===== src/rtl/i2c_baud_pkg.sv =====
package i2c_baud_pkg;
   localparam int unsigned BAUD_DEF_RW    = 7;
   localparam int unsigned BAUD_MAX_RW    = 16;
   localparam int unsigned BAUD_DEF_SYNC  = 2;
   localparam int unsigned BAUD_MAX_SYNC  = 4;

   typedef struct packed {
      logic tmo;
      logic active;
   } baud_flags_t;
endpackage


===== src/rtl/i2c_baud_sync.sv =====
module i2c_baud_sync #(
   parameter int unsigned STAGES = 2
) (
   input  logic clk,
   input  logic rst_n,
   input  logic d_i,
   output logic q_o
);
   generate
      if (STAGES == 0) begin : g_bypass
         assign q_o = d_i;
      end else begin : g_chain
         logic [STAGES-1:0] pipe_q;
         always_ff @(posedge clk or negedge rst_n) begin
            if (!rst_n) begin
               pipe_q <= '0;
            end else begin
               pipe_q[0] <= d_i;
               for (int i = 1; i < STAGES; i++) begin
                  pipe_q[i] <= pipe_q[i-1];
               end
            end
         end
         assign q_o = pipe_q[STAGES-1];
      end
   endgenerate
endmodule


===== src/rtl/i2c_baud_arb.sv =====
module i2c_baud_arb (
   input  logic clk,
   input  logic rst_n,
   input  logic load_req_i,
   input  logic scl_rel_i,
   input  logic scl_seen_i,
   output logic reload_o,
   output logic wait_o
);
   logic rel_q;
   logic wait_q;
   logic rel_rise;
   logic stretch_done;

   assign rel_rise     = scl_rel_i & ~rel_q;
   assign stretch_done = wait_q & scl_seen_i & scl_rel_i;
   assign reload_o     = load_req_i | stretch_done;
   assign wait_o       = wait_q;

   always_ff @(posedge clk or negedge rst_n) begin
      if (!rst_n) begin
         rel_q  <= 1'b1;
         wait_q <= 1'b0;
      end else begin
         rel_q <= scl_rel_i;
         if (reload_o) begin
            wait_q <= 1'b0;
         end else if (rel_rise) begin
            wait_q <= 1'b1;
         end else if (!scl_rel_i) begin
            wait_q <= 1'b0;
         end
      end
   end
endmodule


===== src/rtl/i2c_baud_counter.sv =====
module i2c_baud_counter
   import i2c_baud_pkg::*;
#(
   parameter int unsigned RW = 7
) (
   input  logic          clk,
   input  logic          rst_n,
   input  logic          reload_i,
   input  logic [RW-1:0] reload_val_i,
   input  logic          hold_i,
   input  logic          suspend_i,
   input  logic          tick_i,
   output logic [RW-1:0] cnt_o,
   output baud_flags_t   flags_o
);
   localparam logic [RW-1:0] ONE = RW'(1);

   logic [RW-1:0] cnt_q;
   logic          tmo_q;
   logic          act_q;
   logic          step;
   logic          last;

   assign step = act_q & ~suspend_i & tick_i;
   assign last = (cnt_q <= ONE);

   always_ff @(posedge clk or negedge rst_n) begin
      if (!rst_n) begin
         cnt_q <= '0;
         tmo_q <= 1'b0;
         act_q <= 1'b0;
      end else begin
         tmo_q <= 1'b0;
         if (reload_i) begin
            cnt_q <= reload_val_i;
            act_q <= 1'b1;
         end else if (hold_i) begin
            cnt_q <= cnt_q;
         end else if (step) begin
            if (last) begin
               cnt_q <= '0;
               tmo_q <= 1'b1;
               act_q <= 1'b0;
            end else begin
               cnt_q <= cnt_q - ONE;
            end
         end
      end
   end

   assign cnt_o          = cnt_q;
   assign flags_o.tmo    = tmo_q;
   assign flags_o.active = act_q;
endmodule


===== src/rtl/i2c_baud_timer.sv =====
module i2c_baud_timer
   import i2c_baud_pkg::*;
#(
   parameter int unsigned RW          = BAUD_DEF_RW,
   parameter int unsigned SYNC_STAGES = BAUD_DEF_SYNC
) (
   input  logic          clk,
   input  logic          rst_n,
   input  logic [RW-1:0] reload_val,
   input  logic          load_req,
   input  logic          phase_tick,
   input  logic          suspend,
   input  logic          scl_in,
   input  logic          scl_rel,
   output logic [RW-1:0] count_o,
   output logic          tmo_o,
   output logic          running_o
);
   localparam int unsigned CW = RW;

   generate
      if (RW < 1 || RW > BAUD_MAX_RW) begin : g_bad_rw
         $error("i2c_baud_timer: RW out of range");
      end
      if (SYNC_STAGES > BAUD_MAX_SYNC) begin : g_bad_sync
         $error("i2c_baud_timer: SYNC_STAGES out of range");
      end
   endgenerate

   logic          scl_seen_w;
   logic          reload_w;
   logic          wait_w;
   logic          active_w;
   logic [CW-1:0] cnt_w;
   baud_flags_t   flags_w;

   i2c_baud_sync #(.STAGES(SYNC_STAGES)) sync_i (
      .clk   (clk),
      .rst_n (rst_n),
      .d_i   (scl_in),
      .q_o   (scl_seen_w)
   );

   i2c_baud_arb arb_i (
      .clk        (clk),
      .rst_n      (rst_n),
      .load_req_i (load_req),
      .scl_rel_i  (scl_rel),
      .scl_seen_i (scl_seen_w),
      .reload_o   (reload_w),
      .wait_o     (wait_w)
   );

   i2c_baud_counter #(.RW(CW)) cnt_i (
      .clk          (clk),
      .rst_n        (rst_n),
      .reload_i     (reload_w),
      .reload_val_i (reload_val),
      .hold_i       (wait_w),
      .suspend_i    (suspend),
      .tick_i       (phase_tick),
      .cnt_o        (cnt_w),
      .flags_o      (flags_w)
   );

   assign active_w  = flags_w.active;
   assign count_o   = cnt_w;
   assign tmo_o     = flags_w.tmo;
   assign running_o = active_w | wait_w;
endmodule


===== config.mk =====
export PLATFORM = sky130hd
export DESIGN_NAME = i2c_baud_timer
export DESIGN_NICKNAME = d
export VERILOG_FILES = /design/src/rtl/i2c_baud_pkg.sv /design/src/rtl/i2c_baud_sync.sv /design/src/rtl/i2c_baud_arb.sv /design/src/rtl/i2c_baud_counter.sv /design/src/rtl/i2c_baud_timer.sv
export SDC_FILE = /design/constraint.sdc
export NUM_CORES = 1
export LEC_CHECK = 0
export BUFFER_PORTS_ARGS = -buffer_cell sky130_fd_sc_hd__buf_2
export CORE_MARGIN = 3
export CORE_UTILIZATION = 51
export DETAILED_ROUTE_END_ITERATION = 12
export GPL_ROUTABILITY_DRIVEN = 1
export PLACE_DENSITY = 0.83
export SYNTH_ARGS = -nofsm -noshare
export SYNTH_HDL_FRONTEND = slang
export SYNTH_SLANG_ARGS = --single-unit

===== constraint.sdc =====
create_clock -name clk -period 4.4 [get_ports clk]
set_clock_uncertainty 0.05 [all_clocks]
set_input_delay 0.22 -clock clk [delete_from_list [all_inputs] [get_ports clk]]
set_output_delay 0.22 -clock clk [all_outputs]
set_load 0.03 [all_outputs]

Word-level counts from Yosys, hierarchy flattened
Cells that the tools add are included.

cells by class
  add/sub/neg operators = 1
  equal/unequal tests = 2
  magnitude comparators = 1
  muxes and demuxes = 15
  reduce and logical (&&, ||, !) cells = 4
  bitwise gates (word level) = 9

operators with widths
  cell                   number
  $mux W7                4
  $mux W1                11
  $le A7 B1 Y1 const B   1
  $sub A7 B1 Y7 const B  1
  $and A1 B1 Y1          5
  $reduce_bool A2 Y1     2
  $ne A3 B1 Y1 const B   1
  $reduce_and A3 Y1      1
  $ne A2 B1 Y1 const B   1
  $not A1 Y1             2
  $or A1 B1 Y1           2
  $reduce_and A2 Y1      1

storage, ports and cells
  logic and storage cells = 38
  bits of input ports = 14
  register bits after elaboration = 13
  output and inout bits = 9

Depth between registers and ports, before layout
  word-level depth = 6
  gate-level depth with buffers = 6
  gate-level depth less buffers = 6

By module
A second synthesis with hierarchy kept.

second synthesis, totals
  cells, all modules = 71
  area, all modules = 725.7 um2

by module, submodules not included
  module            area each (um2)  instances  seq. area each (um2)  cells each
  i2c_baud_counter  581.8            1          225.2                 63
  i2c_baud_arb      87.6             1          51.3                  5
  i2c_baud_sync     50.0             1          50.0                  2
  i2c_baud_timer    6.3              1          0.0                   1

Least setup slack after synthesis
No wires, ideal clock.

  path type = reg-to-reg
  start point = reg cnt_i.cnt_q[0] (netlist: cnt_i.cnt_o[0])
  end point = reg cnt_i.cnt_q[6] (netlist: cnt_i.cnt_o[6])
  cell stages (with the launch flop) = 7
  path buffers = 0
  data required time = 4.213 ns
  slack = 2.546 ns
  arrival = 1.667 ns
  setup time = 0.137 ns
  period minus slack after synthesis = 1.854 ns
  cell sequence = dfrtp_1 > inv_1 > ha_1 > or3b_1 > nor4_1 > mux2i_1 > a21oi_1

on the way
  longest elaborated chain between the ends = 5
  elaborated cells between the ends (all ways) = 6
  those cells by class = add/sub: 1; order compare: 1; mux: 4

ends and longest elaborated chain
  item                                           line                                            source
  from (decl)                                    i2c_baud_counter.sv:18                          logic [RW-1:0] cnt_q;
  from (signal assigned)                         i2c_baud_counter.sv:35                          cnt_q <= reload_val_i;
  from (signal assigned)                         i2c_baud_counter.sv:38                          cnt_q <= cnt_q;
  from (signal assigned)                         i2c_baud_counter.sv:45                          cnt_q <= cnt_q - ONE;
  $sub A7 B1 Y7 or $le A7 B1 Y1 (tied branches)  i2c_baud_counter.sv:45, i2c_baud_counter.sv:25
  $mux W7 (*)                                    i2c_baud_counter.sv:40                          if (last) begin
  $mux W7 (*)                                    i2c_baud_counter.sv:39                          end else if (step) begin
  $mux W7 (*)                                    i2c_baud_counter.sv:37                          end else if (hold_i) begin
  $mux W7 (*)                                    i2c_baud_counter.sv:34                          if (reload_i) begin

Mark *: on every way between the ends. The rest lies on a longest branch, timed or not. The select of a mux whose other input is x is not followed.
A chain may end at the register's enable or synchronous reset.

Worst setup path after layout
Same ends and word-level chain as after synthesis.

==> impl_summary.md <==
Cells and area
In the final layout, the share of cells above drive strength 1 is 0.351. The final cell area excluding filler cells is 862 um2. The sequential cells in the finished layout cover a total of 327 um2. From synthesis to final layout, the design area changed by 24.1%. Fill cells in the final layout number 88. The number of antenna cells inserted is 0. The layout net count is 114. The footprint of the multi-input gates is 349 um2.

GRT
The via count of the first global-routing pass is 584. For this run, the total global-route usage over all layers was measured as 0.181. The maximum number of pins on one net before global-route repair is 14. The global-route met1 utilization is 0.246. The total overflow left after global routing is 0. The layer carrying the most global-route usage is met2.

The routing usage on met2 is 0.272. The number of antenna violations at the first check in global routing is 0. In the global route stage, met3 resource usage came out at 0.0381.

The first global-routing pass estimated 2570 um of wire.

STA
The smallest hold slack is 11.8 ps. For the pin with the worst max-slew slack, the measured transition is 973 ps. The setup TNS is 0 ps.

The worst max-slew margin expressed relative to the limit is 0.348. Setup repair after global routing left no endpoint under its margin. Of the available clock period, the critical path in the final layout requires 0.423.

The number of pins exceeding their max-slew limit in the final report is 0. The post-layout minimum cycle time is 1860 ps. Setup violations remaining at the end of the flow were counted as 0. The count of endpoints failing hold in the final timing report is 0. Based on the critical path, the design can be clocked at up to 538 MHz.

Critical path
By startpoint and endpoint, the worst setup path is classified as reg2reg. The stage delay of the slowest cell on the critical path is 450 ps. In this run the worst setup path terminates at cnt_i.cnt_o[6]. The critical register-to-register path endpoint is cnt_i.cnt_o[6]. At the worst endpoint, the required time is 4470 ps. Setup slack on the worst reg-to-reg path comes out at 2540 ps.

STA classifies the critical path endpoint as a flop. The data arrival time of the critical path is 1930 ps. The startpoint of the most critical register-to-register path is cnt_i.cnt_o[0]. The origin of the worst setup path is cnt_i.cnt_o[0]. STA classifies the critical path startpoint as a flop. The signal on the critical path passes through inv_1, ha_1, or3b_1, nor4_1, mux2i_1, a21oi_1. The worst reg-to-reg path cell count is 6.

The highest-delay cell along the critical path is sky130_fd_sc_hd__dfrtp_1. The largest fanout on the critical path is 7.

Power
The ratio of total power to cell area is 325 mW/mm2. The maximum vdd ir drop is 0.254 mV. Of the total power, the share spent switching nets is 0.330. The clock network fraction of design power is 0.264. Of the total power, registers draw 0.503. For this design the total switching power over the nets is 92.5 uW. Overall power consumption after layout is estimated at 280 uW. The internal power of the cells totals 188 uW. For this design the static power due to leakage is 0.000397 uW. The fraction of power consumed by combinational cells is 0.233.

Placement
Detailed placement finished with a half-perimeter wire length of 1150 um. The area of placed instances is 815 um2. At the end of routability-driven placement, the weighted congestion stood at 0.836. The count of buffers from port buffering is 22.

Synth
Synthesis instantiated 31 different standard cells from the library. The proportion of register bits with asynchronous set or reset after synthesis is 1.00. For this run, the register share of the synthesized area comes to 0.470.

After synthesis the cells add up to 694 um2. The number of warnings printed during yosys synthesis is 0. In the synthesized netlist the dominant register cell turns out to be sky130_fd_sc_hd__dfrtp_1. The synthesized netlist net count is 87. The flip-flop and latch count after synthesis is 13. After synthesis, the mean cell area works out to 9.78 um2. The number of synthesized flops with an enable pin is 0.

Synthesis handed over a netlist of 71 instances.

Clocking
The tree is rooted in a sky130_fd_sc_hd__clkbuf_4. Clock tree synthesis inserted a total of 3 buffers. In this run the number of H-tree levels came out at 1. TritonCTS built the clock tree. The clock latency on the worst-skew pair is 270 ps.

The clock passes through at most 2 buffers. Clock-pin slew was measured on the worst setup and hold paths at 80 ps. The clock sink count is 13.

Min path
The worst hold path belongs to the class in2reg.

Routing
The post-route antenna net violation count is 0. The total detailed-routing wirelength is 1530 um. In this run, the number of DRC markers left after iteration 0 of detailed routing was 19. The length of the first detailed-routing pass in iterations is 4. For this run, design rule violations remaining after detail routing come to 0.

The detail-routed via count per cell is 5.92. In the final routed layout, each cell accounts on average for 13.8 um. The final route contains 657 vias.

Die
The total area inside the core boundary comes to 0.00119 mm2. The boundary pin count is 23. The initial utilization of the core area, before any placement, comes to 0.585. The floorplan has 12 rows.

The vertical die dimension is 42.9 um. The floorplan step defined a die boundary enclosing 0.00184 mm2. The horizontal die dimension is 42.9 um.

Run
The max-capacitance violation count is 0.

Outcome
The run finished with clean final reports.
[stage by stage]
step / setup WS, ps / std cells / utilization
floorplan: 2550 / 71 / -
global placement: 2600 / 105 / 0.687
detailed placement: 2550 / 105 / 0.687
CTS: 2540 / 111 / 0.727
global route: 2370 / 111 / 0.727
finish: 2540 / 111 / 0.727
[power by group through the flow]
stage,sequential [uW],clock (uW),combinational (uW)
final,141,74.1,65.2
after global routing,143,82.2,71.0
after CTS,141,75.5,65.3
after detailed placement,143,0,63.6
after global placement,142,0,62.2
after floorplan,155,0,27.4
[sequential cells by signal, summed over array words and instances, names as in the netlist]
name / flops
cnt_i.tmo_q: 1
sync_i.g_chain.pipe_q: 2
cnt_i.act_q: 1
arb_i.rel_q: 1
cnt_i.cnt_o: 7
arb_i.wait_o: 1
[layout make-up]
type / instances / share of cell area
Clock inverter: 1 / 0.00581
Multi-Input combinational cell: 53 / 0.405
Inverter: 3 / 0.0131
Timing Repair Buffer: 24 / 0.151
Sequential cell: 13 / 0.379
Clock buffer: 3 / 0.0261
Tap cell: 14 / 0.0203
[cell families (layout without fill, tap and decap cells)]
logic type | after synthesis | count (layout) | share of synthesized area
AO/OA/AOI/OAI | 16 | 16 | 0.151
adder cells (fa/ha/maj) | 2 | 2 | 0.0360
buffers and inverters | 5 | 31 | 0.0270
flip-flops | 13 | 13 | 0.470
multiplexers | 2 | 2 | 0.0288
AND/OR/NAND/NOR | 33 | 33 | 0.286
[worst max-delay path, delay by kind of cell, from the launching register on]
family                   cells  cell delay [ps]
AND/OR/NAND/NOR              2              640
flip-flops                   1              450
multiplexers                 1              220
adder cells (fa/ha/maj)      1              160
buffers and inverters        1              100
AO/OA/AOI/OAI                1               80
[synth_stat cells (2+ instances only)]
master / number / area share
sky130_fd_sc_hd__or2_2: 2 / 0.018
sky130_fd_sc_hd__inv_1: 3 / 0.016
sky130_fd_sc_hd__nand2_1: 5 / 0.027
sky130_fd_sc_hd__and3_1: 3 / 0.027
sky130_fd_sc_hd__mux2i_1: 2 / 0.029
sky130_fd_sc_hd__nor2_1: 8 / 0.043
sky130_fd_sc_hd__o31ai_1: 2 / 0.022
sky130_fd_sc_hd__nor3_1: 2 / 0.014
sky130_fd_sc_hd__a21oi_1: 5 / 0.036
sky130_fd_sc_hd__clkbuf_1: 2 / 0.011
sky130_fd_sc_hd__dfrtp_1: 12 / 0.43
sky130_fd_sc_hd__ha_1: 2 / 0.036
sky130_fd_sc_hd__or3_1: 2 / 0.018
sky130_fd_sc_hd__a31oi_1: 4 / 0.036
[worst min-delay path by stage]
stage	slack [ps]	end	cells after the start	startpoint
6_report	10	arb_i.rel_q	1	scl_rel
5_1_grt	6	arb_i.rel_q	1	scl_rel
4_1_cts	9	arb_i.rel_q	1	scl_rel
3_5_place_dp	70	arb_i.wait_o	1	rst_n
3_3_place_gp	70	arb_i.wait_o	1	rst_n
2_1_floorplan	-130	arb_i.wait_o	0	rst_n
[placed cells by master (no fill, tap or decap), types with 2 or more instances in the layout]
| cell | count |
|---|---|
| sky130_fd_sc_hd__buf_2 | 22 |
| sky130_fd_sc_hd__dfrtp_1 | 12 |
| sky130_fd_sc_hd__nor2_1 | 8 |
| sky130_fd_sc_hd__nand2_1 | 5 |
| sky130_fd_sc_hd__a21oi_1 | 5 |
| sky130_fd_sc_hd__a31oi_1 | 4 |
| sky130_fd_sc_hd__inv_1 | 3 |
| sky130_fd_sc_hd__and3_1 | 3 |
| sky130_fd_sc_hd__clkbuf_4 | 3 |
| sky130_fd_sc_hd__or2_2 | 2 |
| sky130_fd_sc_hd__nor3_1 | 2 |
| sky130_fd_sc_hd__or3_1 | 2 |
| sky130_fd_sc_hd__mux2i_1 | 2 |
| sky130_fd_sc_hd__o31ai_1 | 2 |
| sky130_fd_sc_hd__ha_1 | 2 |
| sky130_fd_sc_hd__dlygate4sd3_1 | 2 |
[routing by layer]
metal  vias to the layer above  wire length [um]  share of wire
li1                        312                 -              -
met1                       301               666           0.43
met2                        40               703           0.46
met3                         4               133          0.087
met4                         0                29          0.019
met5                         -                 0              0
[what timing repair did]
item                      4_1_cts  5_1_grt
hold endpoints to repair       13        0
hold buffers                    2        0
gates resized for setup         0        0
buffers inserted                0        0
(Power assumes the default switching activity.)
